## src/rtl/addr_cam_pkg.sv

```systemverilog
package addr_cam_pkg;

    localparam int WORD_W = 16;
    localparam int MAC_W  = 48;

    typedef logic [MAC_W-1:0]  mac_t;
    typedef logic [WORD_W-1:0] word_t;

    typedef enum logic [1:0] {
        LD_IDLE  = 2'd0,
        LD_ISSUE = 2'd1,
        LD_WAIT  = 2'd2
    } ld_state_e;

    typedef struct packed {
        logic promisc;
        logic all_mcast;
        logic bcast_en;
    } rx_mode_t;

    typedef struct packed {
        logic accept;
        logic mcast;
        logic bcast;
    } cls_result_t;

    function automatic logic mac_is_group(input mac_t a);
        return a[0];
    endfunction

    function automatic logic mac_is_all_ones(input mac_t a);
        return &a;
    endfunction

    function automatic cls_result_t classify(input rx_mode_t m, input mac_t a, input logic hit);
        cls_result_t r;
        if (m.promisc && !mac_is_group(a))
            r = '{accept: 1'b1, mcast: 1'b0, bcast: 1'b0};
        else if (m.all_mcast && mac_is_group(a))
            r = '{accept: 1'b1, mcast: 1'b1, bcast: 1'b0};
        else if (m.bcast_en && mac_is_all_ones(a))
            r = '{accept: 1'b1, mcast: 1'b0, bcast: 1'b1};
        else
            r = '{accept: hit, mcast: 1'b0, bcast: 1'b0};
        return r;
    endfunction

endpackage

```

## src/rtl/cam_list_loader.sv

```systemverilog
module cam_list_loader
    import addr_cam_pkg::*;
#(
    parameter int ENTRIES = 16,
    parameter int ADDR_W  = 32,
    parameter int CNT_W   = 5,
    localparam int IDX_W  = $clog2(ENTRIES)
) (
    input  logic               clk,
    input  logic               rst,
    input  logic               start,
    input  logic               wide,
    input  logic [ADDR_W-1:0]  ptr_init,
    input  logic [CNT_W-1:0]   count_init,
    output logic               rd_req,
    output logic [ADDR_W-1:0]  rd_addr,
    input  logic               rd_valid,
    input  word_t              rd_data,
    output logic               busy,
    output logic               done,
    output logic               ent_we,
    output logic [IDX_W-1:0]   ent_idx,
    output logic [1:0]         ent_word,
    output word_t              ent_data,
    output logic               mask_we,
    output logic [ENTRIES-1:0] mask_data
);

    ld_state_e          state_q;
    logic [ADDR_W-1:0]  base_q;
    logic [CNT_W-1:0]   cnt_q;
    logic [1:0]         widx_q;
    logic [IDX_W-1:0]   idx_q;
    logic               wide_q;
    logic [1:0]         shift;
    logic [ADDR_W-1:0]  stride;
    logic               last_word;
    logic               rsp;

    assign shift     = wide_q ? 2'd2 : 2'd1;
    assign stride    = ADDR_W'(4) << shift;
    assign last_word = (cnt_q == '0);
    assign rsp       = (state_q == LD_WAIT) && rd_valid;

    assign rd_req    = (state_q == LD_ISSUE);
    assign rd_addr   = base_q + (ADDR_W'(widx_q) << shift);

    assign ent_we    = rsp && !last_word && (widx_q != 2'd0);
    assign ent_idx   = idx_q;
    assign ent_word  = 2'(widx_q - 2'd1);
    assign ent_data  = rd_data;
    assign mask_we   = rsp && last_word;
    assign mask_data = rd_data[ENTRIES-1:0];

    always_ff @(posedge clk) begin
        if (rst) begin
            state_q <= LD_IDLE;
            base_q  <= '0;
            cnt_q   <= '0;
            widx_q  <= '0;
            idx_q   <= '0;
            wide_q  <= 1'b0;
            busy    <= 1'b0;
            done    <= 1'b0;
        end else begin
            done <= 1'b0;
            unique case (state_q)
                LD_IDLE: begin
                    if (start) begin
                        base_q  <= ptr_init;
                        cnt_q   <= count_init;
                        widx_q  <= '0;
                        wide_q  <= wide;
                        busy    <= 1'b1;
                        state_q <= LD_ISSUE;
                    end
                end
                LD_ISSUE: state_q <= LD_WAIT;
                LD_WAIT: begin
                    if (rd_valid) begin
                        if (last_word) begin
                            busy    <= 1'b0;
                            done    <= 1'b1;
                            state_q <= LD_IDLE;
                        end else begin
                            if (widx_q == 2'd0)
                                idx_q <= rd_data[IDX_W-1:0];
                            if (widx_q == 2'd3) begin
                                widx_q <= '0;
                                cnt_q  <= cnt_q - CNT_W'(1);
                                base_q <= base_q + stride;
                            end else begin
                                widx_q <= widx_q + 2'd1;
                            end
                            state_q <= LD_ISSUE;
                        end
                    end
                end
                default: state_q <= LD_IDLE;
            endcase
        end
    end

    AST_REQ_WHILE_BUSY: assert property (@(posedge clk) disable iff (rst)
        rd_req |-> busy);
    AST_ONE_OUTSTANDING: assert property (@(posedge clk) disable iff (rst)
        rd_req |=> !rd_req);
    AST_DONE_NOT_BUSY: assert property (@(posedge clk) disable iff (rst)
        done |-> !busy);
    AST_BUSY_FALL_DONE: assert property (@(posedge clk) disable iff (rst)
        $fell(busy) |-> done);
    AST_DONE_PULSE: assert property (@(posedge clk) disable iff (rst)
        done |=> !done);

endmodule

```

## src/rtl/cam_entry_table.sv

```systemverilog
module cam_entry_table
    import addr_cam_pkg::*;
#(
    parameter int ENTRIES = 16,
    localparam int IDX_W  = $clog2(ENTRIES)
) (
    input  logic               clk,
    input  logic               rst,
    input  logic               ent_we,
    input  logic [IDX_W-1:0]   ent_idx,
    input  logic [1:0]         ent_word,
    input  word_t              ent_data,
    input  logic               mask_we,
    input  logic [ENTRIES-1:0] mask_data,
    input  mac_t               lookup,
    output logic [ENTRIES-1:0] hit_vec,
    output logic [ENTRIES-1:0] mask_q,
    input  logic [IDX_W-1:0]   rd_sel,
    output mac_t               rd_entry
);

    mac_t entry_q [ENTRIES];

    always_ff @(posedge clk) begin
        if (rst)          mask_q <= '0;
        else if (mask_we) mask_q <= mask_data;
    end

    for (genvar e = 0; e < ENTRIES; e++) begin : g_slot
        always_ff @(posedge clk) begin
            if (rst) begin
                entry_q[e] <= '0;
            end else if (ent_we && (ent_idx == IDX_W'(e))) begin
                case (ent_word)
                    2'd0:    entry_q[e][15:0]  <= ent_data;
                    2'd1:    entry_q[e][31:16] <= ent_data;
                    default: entry_q[e][47:32] <= ent_data;
                endcase
            end
        end
        assign hit_vec[e] = mask_q[e] && (entry_q[e] == lookup);
    end

    assign rd_entry = entry_q[rd_sel];

    AST_MASK_ONLY_ON_LOAD: assert property (@(posedge clk) disable iff (rst)
        !$past(mask_we) |-> $stable(mask_q));

endmodule

```

## src/rtl/frame_dest_classifier.sv

```systemverilog
module frame_dest_classifier
    import addr_cam_pkg::*;
(
    input  logic        clk,
    input  logic        rst,
    input  logic        dest_valid,
    input  mac_t        dest,
    input  rx_mode_t    mode,
    input  logic        hit_any,
    output logic        cls_valid,
    output cls_result_t result
);

    cls_result_t next_res;
    logic        promisc_w;

    assign next_res  = classify(mode, dest, hit_any);
    assign promisc_w = mode.promisc;

    always_ff @(posedge clk) begin
        if (rst) begin
            cls_valid <= 1'b0;
            result    <= '0;
        end else begin
            cls_valid <= dest_valid;
            if (dest_valid) result <= next_res;
        end
    end

    AST_TAGS_EXCLUSIVE: assert property (@(posedge clk) disable iff (rst)
        cls_valid |-> !(result.mcast && result.bcast));
    AST_TAG_MEANS_ACCEPT: assert property (@(posedge clk) disable iff (rst)
        (cls_valid && (result.mcast || result.bcast)) |-> result.accept);
    AST_VALID_AFTER_STROBE: assert property (@(posedge clk) disable iff (rst)
        cls_valid |-> $past(dest_valid));
    AST_PLAIN_ACCEPT_HAS_HIT: assert property (@(posedge clk) disable iff (rst)
        (cls_valid && result.accept && !result.mcast && !result.bcast && !$past(promisc_w))
        |-> $past(hit_any));

endmodule

```

## src/rtl/addr_cam_filter.sv

```systemverilog
module addr_cam_filter
    import addr_cam_pkg::*;
#(
    parameter int ENTRIES = 16,
    parameter int ADDR_W  = 32,
    parameter int CNT_W   = 5,
    localparam int IDX_W  = $clog2(ENTRIES)
) (
    input  logic               clk,
    input  logic               rst,
    input  logic               load_start,
    input  logic               load_wide,
    input  logic [ADDR_W-1:0]  load_ptr,
    input  logic [CNT_W-1:0]   load_count,
    output logic               load_busy,
    output logic               load_done,
    output logic               mem_rd_req,
    output logic [ADDR_W-1:0]  mem_rd_addr,
    input  logic               mem_rd_valid,
    input  logic [15:0]        mem_rd_data,
    output logic [ENTRIES-1:0] cam_enable,
    input  logic               dest_valid,
    input  logic [47:0]        dest_addr,
    input  logic               mode_promisc,
    input  logic               mode_all_mcast,
    input  logic               mode_bcast,
    output logic               cls_valid,
    output logic               cls_accept,
    output logic               cls_mcast,
    output logic               cls_bcast,
    input  logic               ctrl_in_reset,
    input  logic [IDX_W-1:0]   peek_sel,
    output logic [15:0]        peek_word0,
    output logic [15:0]        peek_word1,
    output logic [15:0]        peek_word2
);

    logic               ent_we;
    logic [IDX_W-1:0]   ent_idx;
    logic [1:0]         ent_word;
    word_t              ent_data;
    logic               mask_we;
    logic [ENTRIES-1:0] mask_data;
    logic [ENTRIES-1:0] hit_vec;
    mac_t               rd_entry;
    rx_mode_t           mode;
    cls_result_t        result;

    assign mode = '{promisc: mode_promisc, all_mcast: mode_all_mcast, bcast_en: mode_bcast};

    cam_list_loader #(.ENTRIES(ENTRIES), .ADDR_W(ADDR_W), .CNT_W(CNT_W)) loader_i (
        .clk        (clk),
        .rst        (rst),
        .start      (load_start),
        .wide       (load_wide),
        .ptr_init   (load_ptr),
        .count_init (load_count),
        .rd_req     (mem_rd_req),
        .rd_addr    (mem_rd_addr),
        .rd_valid   (mem_rd_valid),
        .rd_data    (mem_rd_data),
        .busy       (load_busy),
        .done       (load_done),
        .ent_we     (ent_we),
        .ent_idx    (ent_idx),
        .ent_word   (ent_word),
        .ent_data   (ent_data),
        .mask_we    (mask_we),
        .mask_data  (mask_data)
    );

    cam_entry_table #(.ENTRIES(ENTRIES)) table_i (
        .clk       (clk),
        .rst       (rst),
        .ent_we    (ent_we),
        .ent_idx   (ent_idx),
        .ent_word  (ent_word),
        .ent_data  (ent_data),
        .mask_we   (mask_we),
        .mask_data (mask_data),
        .lookup    (dest_addr),
        .hit_vec   (hit_vec),
        .mask_q    (cam_enable),
        .rd_sel    (peek_sel),
        .rd_entry  (rd_entry)
    );

    frame_dest_classifier classifier_i (
        .clk        (clk),
        .rst        (rst),
        .dest_valid (dest_valid),
        .dest       (dest_addr),
        .mode       (mode),
        .hit_any    (|hit_vec),
        .cls_valid  (cls_valid),
        .result     (result)
    );

    assign cls_accept = result.accept;
    assign cls_mcast  = result.mcast;
    assign cls_bcast  = result.bcast;

    assign peek_word0 = ctrl_in_reset ? rd_entry[15:0]  : 16'h0000;
    assign peek_word1 = ctrl_in_reset ? rd_entry[31:16] : 16'h0000;
    assign peek_word2 = ctrl_in_reset ? rd_entry[47:32] : 16'h0000;

    AST_NO_LOAD_WRITE_IDLE: assert property (@(posedge clk) disable iff (rst)
        (ent_we || mask_we) |-> load_busy);

endmodule

```

## config.mk

```make
export PLATFORM = sky130hd
export DESIGN_NAME = addr_cam_filter
export DESIGN_NICKNAME = d
export VERILOG_FILES = /design/src/rtl/addr_cam_pkg.sv /design/src/rtl/cam_list_loader.sv /design/src/rtl/cam_entry_table.sv /design/src/rtl/frame_dest_classifier.sv /design/src/rtl/addr_cam_filter.sv
export SDC_FILE = /design/constraint.sdc
export NUM_CORES = 2
export LEC_CHECK = 0
export BUFFER_PORTS_ARGS = -buffer_cell sky130_fd_sc_hd__buf_4
export CAP_MARGIN = 10
export CORE_AREA = 2 2 370 372
export DETAILED_ROUTE_END_ITERATION = 8
export DIE_AREA = 0 0 372 374
export SYNTH_ARGS = -nofsm -noshare
export SYNTH_HDL_FRONTEND = slang
export SYNTH_SLANG_ARGS = --single-unit
```

## constraint.sdc

```tcl
create_clock -name clk -period 8.3 [get_ports clk]
set_input_delay 0.83 -clock clk [delete_from_list [all_inputs] [get_ports clk]]
set_output_delay 0.83 -clock clk [all_outputs]
set_load 0.1 [all_outputs]
```

==> impl_metrics.tcl <==
set metrics [dict create \
    outcome "finished, final reports clean" \
    r2r_end "classifier_i.result[2]" \
    avgSynthCellArea_um2 12.24 \
    final_common_cell "and2_1" \
    cts_num_sinks 836 \
    worst-path-max-fanout 50 \
    synthXorXnorAreaFrac 0.1294 \
    seqPwrFrac 0.426 \
    p_leak_nw 19.64 \
    core_area_um2 135000 \
    pin_count 218 \
    crit_required_ns 7.47 \
    worst_path_max_delay_cell "buf_4" \
    nets 4144 \
    setup_viol 0 \
    num_rows 135 \
    end_kind "primary output" \
    drc 0 \
    clock_latency_ns 0.76 \
    synth_area_um2 48450 \
    htreeDepth 3 \
    synth-compound-area-share 0.03850 \
    synth-edff-count 768 \
    cpPeakStageDelay_ns 0.78 \
    port_buffers 217 \
    p_per_area_nw_per_um2 213.6 \
    synth_simple_gate_area_frac 0.1764 \
    hold_buffers 0 \
    intPower_mw 8.145 \
    power_frac_comb 0.157 \
    vdd_ir_drop_max_mv 0.1716 \
    cts_tree "built" \
    hp-class "input port to flop" \
    via_count 38374 \
    cts_buffers 102 \
    grt_usage 0.4257 \
    grt_pass1_wl_um 381100 \
    ys_ff_latch 836 \
    wl_um 301400 \
    r2r_cells 8 \
    drive_above_1_share 0.1821 \
    switchingPower_mw 3.650 \
    r2r_setup_slack_ns 3.95 \
    wl_per_cell_um 50.89 \
    hold_ws_ns 0.3651 \
    worstHoldStart "load_ptr[2]" \
    final.period_utilization 0.5851 \
    syn_inst 3960 \
    totalPowerFinal_mw 11.79 \
    place_hpwl_um 221900 \
    sw_frac_of_total 0.3095 \
    cts.clk_slew.worst_paths_ns 0.06 \
    maxCapViolCount 0 \
    rsz0062_at_grt "no" \
    hold_depth 3 \
    worst_pin_slew_ns 1.357 \
    cp-start-kind "input port" \
    setup_tns_ns 0 \
    yosys_warnings 0 \
    finalMaxSlewViolations 0 \
    area_growth_pct 13.94 \
    die_w_um 372 \
    cp_data_arrival_time_ns 4.03 \
    drt_pass1_iterations 6 \
    post-cts-setup-buffers 0 \
    crit_path_cell_trace "buf_8 -> buf_4 -> mux4_2 -> mux4_2 -> and2_1 -> buf_4" \
    synthAdderAreaFrac 0.003925 \
    critical_path_class "input port to primary output" \
    grt_max_degree 114 \
    slew-limit-headroom 0.08715 \
    p_clk_frac 0.417 \
    synthFlopType "edfxtp_1" \
    period_needed_ns 4.856 \
    drtAntennaViolNets 0 \
    dieHeight_um 374 \
    reg2reg_from "table_i.entry_q[13][1]" \
    drt_iter0_markers 7000 \
    fmax_mhz 205.9 \
    final.setup_skew_ns 0.04906 \
    grt_pass1_vias 35349 \
    synth_cell_type_count 73 \
    clk_path_buf_depth 3 \
    gp_congestion 1.040 \
    hold_viol 0 \
    synth_mux_area_frac 0.1126 \
    ctsResizeCount 0 \
    die_area_um2 139100 \
    synth_top_family_by_area "simple AND/OR/NAND/NOR gates" \
    post-route-util 0.4091 \
    synthArstFlopShare 0 \
    grt_overflow 0 \
    antenna_found_initial 58 \
    mostFrequentLayoutCells "and2_1 (820), edfxtp_1 (768), xnor2_1 (396)" \
    seq_area_frac_synth 0.5041 \
    initial_core_util 0.3590 \
    root_buffer "clkbuf_16" \
    routed_via_density 6.479 \
]
-- critical path, delay by kind of cell --
family        cells  cell delay (ns)
buf+inv           3             1.56
mux               2             1.21
simple gates      1             0.24
-- layer usage --
metal  GRT usage  up-vias  routed length [um]
li1            -    14344                   -
met1      0.5491    19856              112500
met2      0.6173     3392              127100
met3      0.1324      762               36850
met4      0.2696       20               24780
met5           0        -                 128
-- power by group through the flow --
stage	logic, mW	registers (mW)	clock network (mW)
after floorplan	1.03	4.92	0
after global placement	1.79	5.09	0
after detailed placement	1.78	5.08	0
after CTS	1.79	5.00	4.92
after global routing	1.84	5.01	5.05
final	1.85	5.03	4.92
-- logic make-up after synthesis --
logic type      Yosys count
compound gates          273
xor+xnor                716
fa+ha+maj                14
buf+inv                 408
flops                   836
mux                     245
other cells               1
simple gates           1467
-- per-stage QoR --
| stage | cells | area (um2) | worst slack (ns) |
|---|---|---|---|
| 6_report | 5923 | 55210 | 3.444 |
| 5_1_grt | 5886 | 55120 | 3.343 |
| 3_5_place_dp | 5691 | 51550 | 3.457 |
| 3_3_place_gp | 5691 | 51550 | 3.486 |
| 2_1_floorplan | 3961 | 48460 | 3.985 |
| 4_1_cts | 5882 | 55100 | 3.460 |
-- worst max path at each step --
stage,start,endpoint,slack (ns),cells past startpoint
after global placement,peek_sel[0],peek_word0[15],3.49,6
after floorplan,loader_i.widx_q[0],mem_rd_addr[27],3.98,10
after global routing,peek_sel[0],peek_word0[15],3.34,6
after CTS,peek_sel[0],peek_word0[15],3.46,6
after detailed placement,peek_sel[0],peek_word0[15],3.46,6
final,peek_sel[0],peek_word0[15],3.44,6
-- sequential cells by signal, summed over array words and instances (netlist names), 2 cells and up, named ones only --
register             cells
classifier_i.result      3
loader_i.base_q         31
loader_i.cnt_q           5
loader_i.ent_idx         4
loader_i.state_q         2
loader_i.widx_q          2
table_i.entry_q        768
table_i.mask_q          16
-- synthesized netlist by cell type, drive strengths merged (3+ instances only) --
library cell  number  share of area
xnor2            396          0.072
a222oi             4        0.00083
a211oi             8         0.0012
nand4            123          0.016
nor2             142          0.012
o211ai             5        0.00077
a32oi              3        0.00054
o221ai             6         0.0011
nand2b            22         0.0028
nor2b              7        0.00090
clkbuf           213          0.017
o2bb2ai           11         0.0020
a21o              35         0.0054
and2             821           0.11
and4               6         0.0011
a21oi             62         0.0064
a2111oi            6         0.0011
or4                5        0.00085
nand3b             3        0.00046
nor3              39         0.0040
nor4b              5         0.0017
dfxtp             68          0.028
a221oi             8         0.0014
xor2             320          0.058
nand3             43         0.0048
o21ai             32         0.0033
nand2            135          0.010
o31ai              4        0.00062
and3               7         0.0011
o21bai            18         0.0028
o2111ai            7         0.0013
edfxtp           768           0.48
ha                12         0.0031
buf              130          0.013
inv               65         0.0050
mux4             240           0.11
a22o               4        0.00072
o22ai             27         0.0035
nor4             103          0.013
mux2i              5         0.0010
a22oi             20         0.0031
-- final cells by class --
type                       count  area [um2]
antenna                       40       100.1
inverter                      65       244.0
multi-input combinational   2717       22430
fill                       12744       79750
sequential                   836       24420
clock inverter                59       749.5
timing repair buffer         293        2236
tap                         1781        2228
clock buffer                 132        2800
(Power assumes the default switching activity.)
